## config.mk

```make
export PLATFORM = sky130hd
export DESIGN_NAME = desc_tx_dma
export DESIGN_NICKNAME = d
export VERILOG_FILES = /design/src/rtl/desc_tx_pkg.sv /design/src/rtl/desc_tx_walker.sv /design/src/rtl/desc_tx_memport.sv /design/src/rtl/desc_tx_dma.sv
export SDC_FILE = /design/constraint.sdc
export NUM_CORES = 1
export LEC_CHECK = 0
export ABC_AREA = 1
export BUFFER_PORTS_ARGS = -buffer_cell sky130_fd_sc_hd__buf_2
export CAP_MARGIN = 20
export CORE_MARGIN = 4
export CORE_UTILIZATION = 40
export CTS_BUF_LIST = sky130_fd_sc_hd__clkbuf_8
export CTS_CLUSTER_SIZE = 20
export DETAILED_ROUTE_END_ITERATION = 16
export SLEW_MARGIN = 10
export SYNTH_ARGS = -nofsm -noshare
export SYNTH_HDL_FRONTEND = slang
export SYNTH_HIERARCHICAL = 1
export SYNTH_SLANG_ARGS = --single-unit
```

## constraint.sdc

```tcl
create_clock -name clk -period 4.4 [get_ports clk]
set_input_delay 0.44 -clock clk [delete_from_list [all_inputs] [get_ports clk]]
set_output_delay 0.44 -clock clk [all_outputs]
set_load 0.1 [all_outputs]
```

## src/rtl/desc_tx_pkg.sv

```systemverilog
package desc_tx_pkg;
  localparam int WORD_W     = 32;
  localparam int TAG_W      = 16;
  localparam int DESC_WORDS = 4;
  localparam int FL_EOL     = 0;
  localparam int FL_PKT_END = 3;
  localparam int FL_IRQ     = 4;
  localparam int TAG_LSB    = 16;
  localparam logic [WORD_W-1:0] CTX_DISABLE = 32'h0000_8000;

  typedef enum logic [3:0] {
    ST_IDLE, ST_DREQ, ST_DRSP, ST_DEC, ST_TAG, ST_PREQ,
    ST_PRSP, ST_PUSH, ST_WB, ST_FIN, ST_CTX
  } dtx_state_e;
endpackage

```

## src/rtl/desc_tx_walker.sv

```systemverilog
module desc_tx_walker
  import desc_tx_pkg::*;
#(
  parameter int AW = 32
) (
  input  logic                                  clk,
  input  logic                                  rst_n,
  input  logic                                  start_i,
  input  logic [AW-1:0]                         head_addr_i,
  input  logic                                  mem_req_ready_i,
  input  logic                                  mem_rsp_valid_i,
  input  logic [WORD_W-1:0]                     mem_rsp_data_i,
  input  logic                                  md_ready_i,
  input  logic                                  st_ready_i,
  output dtx_state_e                            state_o,
  output logic [AW-1:0]                         cur_o,
  output logic [AW-1:0]                         pos_o,
  output logic [$clog2(DESC_WORDS)-1:0]         widx_o,
  output logic [DESC_WORDS-1:0][WORD_W-1:0]     desc_o,
  output logic                                  busy_o,
  output logic                                  eol_o,
  output logic                                  irq_o,
  output logic                                  md_valid_o,
  output logic [TAG_W-1:0]                      md_data_o,
  output logic                                  st_valid_o,
  output logic [WORD_W-1:0]                     st_data_o,
  output logic                                  st_last_o
);
  localparam int WIDX_W = $clog2(DESC_WORDS);
  localparam logic [WIDX_W-1:0] LAST_WIDX = WIDX_W'(DESC_WORDS - 1);

  dtx_state_e                      state;
  logic [AW-1:0]                   cur, pos, pos_nxt, end_ptr, buf_ptr;
  logic [WIDX_W-1:0]               widx;
  logic [DESC_WORDS-1:0][WORD_W-1:0] desc;
  logic [WORD_W-1:0]               data_q;
  logic                            eol_q, tag_due, irq_q;

  assign end_ptr = desc[3][AW-1:0];
  assign buf_ptr = desc[1][AW-1:0];
  assign pos_nxt = pos + AW'(4);

  always_ff @(posedge clk or negedge rst_n) begin
    if (!rst_n) begin
      state   <= ST_IDLE;
      cur     <= '0;
      pos     <= '0;
      widx    <= '0;
      desc    <= '0;
      data_q  <= '0;
      eol_q   <= 1'b0;
      tag_due <= 1'b0;
      irq_q   <= 1'b0;
    end else begin
      irq_q <= 1'b0;
      unique case (state)
        ST_IDLE: if (start_i) begin
          cur     <= head_addr_i;
          eol_q   <= 1'b0;
          tag_due <= 1'b1;
          widx    <= '0;
          state   <= ST_DREQ;
        end
        ST_DREQ: if (mem_req_ready_i) state <= ST_DRSP;
        ST_DRSP: if (mem_rsp_valid_i) begin
          desc[widx] <= mem_rsp_data_i;
          if (widx == LAST_WIDX) state <= ST_DEC;
          else begin
            widx  <= widx + 1'b1;
            state <= ST_DREQ;
          end
        end
        ST_DEC: begin
          pos   <= buf_ptr;
          widx  <= '0;
          state <= tag_due ? ST_TAG : ((buf_ptr == end_ptr) ? ST_WB : ST_PREQ);
        end
        ST_TAG: if (md_ready_i) begin
          tag_due <= 1'b0;
          state   <= (pos == end_ptr) ? ST_WB : ST_PREQ;
        end
        ST_PREQ: if (mem_req_ready_i) state <= ST_PRSP;
        ST_PRSP: if (mem_rsp_valid_i) begin
          data_q <= mem_rsp_data_i;
          state  <= ST_PUSH;
        end
        ST_PUSH: if (st_ready_i) begin
          pos   <= pos_nxt;
          state <= (pos_nxt == end_ptr) ? ST_WB : ST_PREQ;
        end
        ST_WB: if (mem_req_ready_i) begin
          if (widx == LAST_WIDX) state <= ST_FIN;
          else widx <= widx + 1'b1;
        end
        ST_FIN: begin
          irq_q <= desc[2][FL_IRQ];
          if (desc[2][FL_PKT_END]) tag_due <= 1'b1;
          if (desc[2][FL_EOL]) begin
            eol_q <= 1'b1;
            state <= ST_CTX;
          end else begin
            cur   <= desc[0][AW-1:0];
            widx  <= '0;
            state <= ST_DREQ;
          end
        end
        ST_CTX: if (mem_req_ready_i) state <= ST_IDLE;
        default: state <= ST_IDLE;
      endcase
    end
  end

  assign state_o    = state;
  assign cur_o      = cur;
  assign pos_o      = pos;
  assign widx_o     = widx;
  assign desc_o     = desc;
  assign busy_o     = (state != ST_IDLE);
  assign eol_o      = eol_q;
  assign irq_o      = irq_q;
  assign md_valid_o = (state == ST_TAG);
  assign md_data_o  = desc[2][TAG_LSB +: TAG_W];
  assign st_valid_o = (state == ST_PUSH);
  assign st_data_o  = data_q;
  assign st_last_o  = desc[2][FL_PKT_END] && (pos_nxt == end_ptr);

  assert_st_hold_R11: assert property (@(posedge clk) disable iff (!rst_n)
    st_valid_o && !st_ready_i |=> st_valid_o && $stable(st_data_o) && $stable(st_last_o));
  assert_md_hold_R11: assert property (@(posedge clk) disable iff (!rst_n)
    md_valid_o && !md_ready_i |=> md_valid_o && $stable(md_data_o));
  assert_rsp_expected_R2: assert property (@(posedge clk) disable iff (!rst_n)
    mem_rsp_valid_i |-> (state == ST_DRSP || state == ST_PRSP));
  assert_last_then_wb_R5: assert property (@(posedge clk) disable iff (!rst_n)
    st_valid_o && st_ready_i && st_last_o |=> state == ST_WB);
  assert_irq_pulse_R7: assert property (@(posedge clk) disable iff (!rst_n)
    irq_o |=> !irq_o);
endmodule

```

## src/rtl/desc_tx_memport.sv

```systemverilog
module desc_tx_memport
  import desc_tx_pkg::*;
#(
  parameter int AW = 32
) (
  input  logic                              clk,
  input  logic                              rst_n,
  input  dtx_state_e                        state_i,
  input  logic [AW-1:0]                     cur_i,
  input  logic [AW-1:0]                     pos_i,
  input  logic [$clog2(DESC_WORDS)-1:0]     widx_i,
  input  logic [DESC_WORDS-1:0][WORD_W-1:0] desc_i,
  input  logic [AW-1:0]                     ctx_addr_i,
  input  logic                              mem_req_ready_i,
  output logic                              mem_req_valid_o,
  output logic                              mem_req_we_o,
  output logic [AW-1:0]                     mem_req_addr_o,
  output logic [WORD_W-1:0]                 mem_req_wdata_o
);
  logic [AW-1:0] desc_word_addr;
  assign desc_word_addr = cur_i + AW'({widx_i, 2'b00});

  always_comb begin
    mem_req_valid_o = 1'b0;
    mem_req_we_o    = 1'b0;
    mem_req_addr_o  = desc_word_addr;
    mem_req_wdata_o = desc_i[widx_i];
    unique case (state_i)
      ST_DREQ: mem_req_valid_o = 1'b1;
      ST_PREQ: begin
        mem_req_valid_o = 1'b1;
        mem_req_addr_o  = pos_i;
      end
      ST_WB: begin
        mem_req_valid_o = 1'b1;
        mem_req_we_o    = 1'b1;
      end
      ST_CTX: begin
        mem_req_valid_o = 1'b1;
        mem_req_we_o    = 1'b1;
        mem_req_addr_o  = ctx_addr_i;
        mem_req_wdata_o = CTX_DISABLE;
      end
      default: ;
    endcase
  end

  assert_req_hold_R11: assert property (@(posedge clk) disable iff (!rst_n)
    mem_req_valid_o && !mem_req_ready_i |=> mem_req_valid_o && $stable(mem_req_addr_o)
      && $stable(mem_req_we_o) && $stable(mem_req_wdata_o));
  assert_aligned_R4: assert property (@(posedge clk) disable iff (!rst_n)
    mem_req_valid_o |-> mem_req_addr_o[1:0] == 2'b00);
endmodule

```

## src/rtl/desc_tx_dma.sv

```systemverilog
module desc_tx_dma
  import desc_tx_pkg::*;
#(
  parameter int AW = 32
) (
  input  logic          clk,
  input  logic          rst_n,
  input  logic          start_i,
  input  logic [AW-1:0] head_addr_i,
  input  logic [AW-1:0] ctx_addr_i,
  output logic          busy_o,
  output logic          eol_o,
  output logic          irq_data_o,
  output logic          mem_req_valid_o,
  input  logic          mem_req_ready_i,
  output logic          mem_req_we_o,
  output logic [AW-1:0] mem_req_addr_o,
  output logic [31:0]   mem_req_wdata_o,
  input  logic          mem_rsp_valid_i,
  input  logic [31:0]   mem_rsp_data_i,
  output logic          md_valid_o,
  input  logic          md_ready_i,
  output logic [15:0]   md_data_o,
  output logic          st_valid_o,
  input  logic          st_ready_i,
  output logic [31:0]   st_data_o,
  output logic          st_last_o
);
  localparam int WIDX_W = $clog2(DESC_WORDS);

  dtx_state_e                        state;
  logic [AW-1:0]                     cur, pos;
  logic [WIDX_W-1:0]                 widx;
  logic [DESC_WORDS-1:0][WORD_W-1:0] desc;

  desc_tx_walker #(.AW(AW)) u_walker (
    .clk(clk), .rst_n(rst_n), .start_i(start_i), .head_addr_i(head_addr_i),
    .mem_req_ready_i(mem_req_ready_i), .mem_rsp_valid_i(mem_rsp_valid_i),
    .mem_rsp_data_i(mem_rsp_data_i), .md_ready_i(md_ready_i), .st_ready_i(st_ready_i),
    .state_o(state), .cur_o(cur), .pos_o(pos), .widx_o(widx), .desc_o(desc),
    .busy_o(busy_o), .eol_o(eol_o), .irq_o(irq_data_o),
    .md_valid_o(md_valid_o), .md_data_o(md_data_o),
    .st_valid_o(st_valid_o), .st_data_o(st_data_o), .st_last_o(st_last_o)
  );

  desc_tx_memport #(.AW(AW)) u_memport (
    .clk(clk), .rst_n(rst_n), .state_i(state), .cur_i(cur), .pos_i(pos),
    .widx_i(widx), .desc_i(desc), .ctx_addr_i(ctx_addr_i),
    .mem_req_ready_i(mem_req_ready_i), .mem_req_valid_o(mem_req_valid_o),
    .mem_req_we_o(mem_req_we_o), .mem_req_addr_o(mem_req_addr_o),
    .mem_req_wdata_o(mem_req_wdata_o)
  );

  assert_idle_quiet_R9: assert property (@(posedge clk) disable iff (!rst_n)
    !busy_o |-> !mem_req_valid_o && !md_valid_o && !st_valid_o);
  assert_one_valid_R11: assert property (@(posedge clk) disable iff (!rst_n)
    $countones({mem_req_valid_o, md_valid_o, st_valid_o}) <= 1);
endmodule

```

== After elaboration in Yosys (flattened, before gate mapping) ==
Index checks and enable logic that the tools add are counted.

* Register bits: 233
* Output and inout port bits: 120

* $add $sub $neg: 3
* Magnitude comparators: 2
* Equality and inequality tests: 27
* Muxes and demuxes: 45
* Reductions and logical operators: 18

{| class="wikitable"
|+ Operators with widths
! cell !! count
|-
| $mux 32 || 6
|-
| $pmux 32 s2 || 3
|-
| $bwmux 128 || 1
|-
| $eq 32x32->1 || 3
|-
| $bmux 32 s2 || 1
|-
| $demux 32 s2 || 1
|-
| $mux 4 || 15
|-
| $pmux 4 s11 || 1
|-
| $add 32x3->32 const B || 1
|-
| $add 32x4->32 || 1
|-
| $ne 2x2->1 const B || 9
|-
| $eq 4x3->1 const B || 4
|-
| $eq 4x4->1 const B || 3
|-
| $mux 2 || 6
|-
| $pmux 2 s5 || 1
|-
| $reduce_and 10->1 || 1
|-
| $eq 4x2->1 const B || 2
|-
| $mux 1 || 8
|-
| $ne 2x1->1 const B || 4
|-
| $reduce_and 2->1 || 3
|-
| $reduce_and 3->1 || 2
|-
| $reduce_and 5->1 || 1
|-
| $reduce_bool 5->1 || 1
|-
| $eq 4x1->1 const B || 1
|-
| other kinds (14) || 16
|}

== Logic depth before layout (Yosys ltp) ==
* Depth in word-level cells: 5
* Gate-level depth with buffers: 18
* Mapped depth without buffers: 18

== Modules after synthesis ==
Netlist, hierarchy kept.

{| class="wikitable"
|+ By module, submodules not included
! module !! instances !! cells an instance !! area an instance (µm²) !! seq. area each (µm²)
|-
| desc_tx_walker || 1 || 1466 || 11861.4 || 5830.6
|-
| desc_tx_memport || 1 || 588 || 2740.1 || 0.0
|}

== Least setup slack after synthesis ==
No wires, ideal clock.

* Path kind: register -> output
* From: reg u_walker.widx[0] (netlist: u_walker/widx_o[0])
* To: out mem_req_wdata_o[15]
* Arrival: 4.156 ns
* Data required time: 3.960 ns
* Slack: -0.196 ns
* Stages on the path, launching flop included: 4
* Path buffers: 1
* Cell sequence: dfrtp_1 -> buf_2 -> nor2_1 -> o311ai_0

* Cells in the longest elaborated chain, start to end: 3

{| class="wikitable"
|+ RTL lines
! what !! RTL line !! source
|-
| start, declared || desc_tx_walker.sv:34 || <nowiki>logic [WIDX_W-1:0] widx;</nowiki>
|-
| start signal, assigned || desc_tx_walker.sv:69 || <nowiki>widx <= widx + 1'b1;</nowiki>
|-
| start signal, assigned || desc_tx_walker.sv:93 || <nowiki>else widx <= widx + 1'b1;</nowiki>
|-
| $bmux 32 s2 || desc_tx_memport.sv:27 || <nowiki>mem_req_wdata_o = desc_i[widx_i];</nowiki>
|-
| $mux 32 (implied by the code) || desc_tx_memport.sv:27 ||
|-
| $mux 32 || desc_tx_memport.sv:28 || <nowiki>unique case (state_i)</nowiki>
|-
| end, declared || desc_tx_dma.sv:18 || <nowiki>output logic [31:0] mem_req_wdata_o,</nowiki>
|}

No other way between the ends. The select of a mux whose other input is x is not followed.

== Final worst setup path ==
* From: reg u_walker.pos[3] (netlist: u_walker/pos_o[3])
* To: out st_last_o

* Cells in the longest elaborated chain, start to end: 3

{| class="wikitable"
|+ RTL lines
! what !! RTL line !! source
|-
| start, declared || desc_tx_walker.sv:33 || <nowiki>logic [AW-1:0] cur, pos, pos_nxt, end_ptr, buf_ptr;</nowiki>
|-
| start signal, assigned || desc_tx_walker.sv:74 || <nowiki>pos <= buf_ptr;</nowiki>
|-
| start signal, assigned || desc_tx_walker.sv:88 || <nowiki>pos <= pos_nxt;</nowiki>
|-
| $add 32x3->32 || desc_tx_walker.sv:41 || <nowiki>assign pos_nxt = pos + AW'(4);</nowiki>
|-
| $eq 32x32->1 || desc_tx_walker.sv:125 || <nowiki>assign st_last_o = desc[2][FL_PKT_END] && (pos_nxt == end_ptr);</nowiki>
|-
| $logic_and 1x1->1 || desc_tx_walker.sv:125 ||
|-
| end, declared || desc_tx_dma.sv:27 || <nowiki>output logic st_last_o</nowiki>
|}

No other way between the ends.

==> results.ini <==
[worst_setup_path]
crit_family=simple AND/OR/NAND/NOR gates
critPathMaxFanout=7
cp.required_ns=3.96
slowest_stage=dfrtp_1
rr_startpoint=u_walker/widx_o[0]
end_kind=output port
crit_buf_inv=2
path_common_cell=nand2_1
worstPathCellList=ha_1, nand2_2, nor2_4, nand2_4, nand2_1, nand2_2, nand2_1, nand2_1, clkinv_1, nand2_1, nor2_1, nand2_1, nor2_2, nand3_2, nor2_1, buf_2
critPathLaunchType=flop
cp.arrival_ns=3.29
critPathKind=reg2out
r2r_slack_ns=1.48
slowest_delay_ns=0.46
crit_start=u_walker/pos_o[3]

[clock_tree]
cts_setup_buffers=0
clk_pin_slew_worst_paths_ns=0.06
cts_buffer_depth=3
root_buffer=clkbuf_8
clock_latency_ns=0.57
tritoncts=built
clkSinkCount=233
cts_buffers=42
htree_levels=2

[logic_synthesis]
synth_area_um2=14600
synth.avg_cell_area_um2=7.11
netlist_instances=2054
synthArstFlopShare=1.00
synthFlopType=dfrtp_1
syn-num-nets=2165
synthTopCellsByCount=521 x nand2_1, 304 x nor2_1, 290 x o21ai_0
yosysWarnings=6
synth_seq_area_share=0.399
synth.area.top_cells=dfrtp_1 40%, nand2_1 13%, o21ai_0 9.9%, nor2_1 7.8%, inv_1 4.0%
synth_top_area_frac=0.399
ys_ff_latch=233
synth_edf_count=0
yosysMostFrequentCell=nand2_1
ys_types=55
yosys.area.top_type=dfrtp_1

[sta]
worst_clock_skew_ns=0.0249
finalSetupViolCount=0
rsz0062_at_grt=no
max_freq_ghz=0.268
worst_pin_slew_ns=1.03
finalCriticalPeriod_ns=3.73
drv_slew=0
relSlewSlack=0.313
hold_viol_final=0
fin_crit_sh=0.848
tns_ns=0

[floorplanning]
die_area_um2=39600
dieWidth_um=199
io_pins=223
die_y_um=199
core_area_um2=35800
start_util=0.408
fp-row-count=69

[routing]
wirelength_mm=54.3
drtAntennaViolNets=0
wl_per_cell_um=20.0
drtIter0Drc=1343
vias=14600
via_per_inst=5.37
firstDrtPassIters=6
drc_errors=0

[run_status]
status=completed

[placed_design]
place.gp.congestion=0.945
hpwl_mm=40.6
port_buffers=222

[finish]
seq_area_um2=5830
final_nets=2338
drive_above_1_share=0.172
n_antenna_cell=0
synthToLayoutAreaGrowth_pct=16.0
nFillCells=3656
multiInputGateArea_um2=7590

[global_route]
grt_pass1_wl_mm=82.9
grt_max_degree=102
antenna_found_initial=0
grt_usage=0.269
overflow=0
grt_pass1_vias=13800

[hold_path]
holdCritStartpoint=head_addr_i[8]
min_path_type=in2reg

[run]
cap_violations=0

==> cell type report <==
type / instances / area share
Sequential cell: 233 / 0.344
Tap cell: 461 / 0.0341
Multi-Input combinational cell: 1539 / 0.448
Clock buffer: 54 / 0.0439
Clock inverter: 17 / 0.00753
Timing Repair Buffer: 245 / 0.0850
Inverter: 166 / 0.0369
==> repair_timing <==
action | 4_1_cts | 5_1_grt
resized for setup | 0 | 0
hold endpoints to repair | 84 | 0
hold buffers | 1 | 0
==> cell usage in the layout, fill, tap and decap left out, types with 23 or more instances in the layout <==
cell type,n
nand2_2,23
nand2_1,519
xor2_1,34
o41ai_1,32
nand3_1,60
nor2_1,304
clkbuf_8,54
buf_2,214
inv_1,167
o21ai_0,290
xnor2_1,34
a21oi_1,67
dfrtp_1,232
==> stage by stage <==
stage / instance area [um^2] / worst slack, ns / utilization / std cells / hold slack [ns]
final: 16900 / 0.667 / 0.473 / 2715 / 0.197
after CTS: 16900 / 0.608 / 0.472 / 2713 / 0.159
after global placement: 16000 / 1.28 / 0.447 / 2641 / 0.464
after detailed placement: 16000 / 1.24 / 0.447 / 2641 / 0.469
after floorplan: 14600 / 0.915 / - / 2054 / 0.144
after global routing: 16900 / 0.459 / 0.473 / 2715 / 0.181
==> routing by layer <==
| metal | wire length, um | global-route usage |
|---|---|---|
| met1 | 26800 | 0.420 |
| met4 | 1070 | 0.0608 |
| met5 | 0 | 0 |
| met3 | 3940 | 0.0398 |
| met2 | 22500 | 0.393 |
==> flip-flops by register name, summed over array words and instances, names as in the netlist <==
signal,count
u_walker/buf_ptr,32
u_walker/cur_o,32
u_walker/desc_o,64
u_walker/end_ptr,32
u_walker/eol_o,1
u_walker/irq_o,1
u_walker/pos_o,32
u_walker/st_data_o,32
u_walker/state_o,4
u_walker/tag_due,1
u_walker/widx_o,2
==> worst paths after layout <==
| kind | end | cells past startpoint |
|---|---|---|
| worst min register to register | u_walker/st_data_o[20] | 2 |
| worst min-delay path | u_walker/cur_o[8] | 3 |
| worst max-delay path | st_last_o | 16 |
| worst max register to register | u_walker/widx_o[0] | 4 |
| min in group asynchronous | u_walker/st_data_o[5] | 2 |
| max in group asynchronous | u_walker/cur_o[22] | 3 |
==> kinds of logic (layout without fill, tap and decap cells) <==
group,after synthesis,after routing,share of synthesized area
XOR/XNOR,69,69,0.0423
flip-flops,233,233,0.399
AND/OR/NAND/NOR,1007,1007,0.294
adder cells (fa/ha/maj),8,8,0.00737
AO/OA/AOI/OAI,455,455,0.175
buffers and inverters,282,482,0.0820
==> tightest hold or removal path, cell delays in order <==
cell     delay [ns]
buf_2          0.10
nor2_1         0.09
o41ai_1        0.09
Power is not shown: default switching activity piles up to over one toggle a cycle in this logic, so the estimate is an artifact.
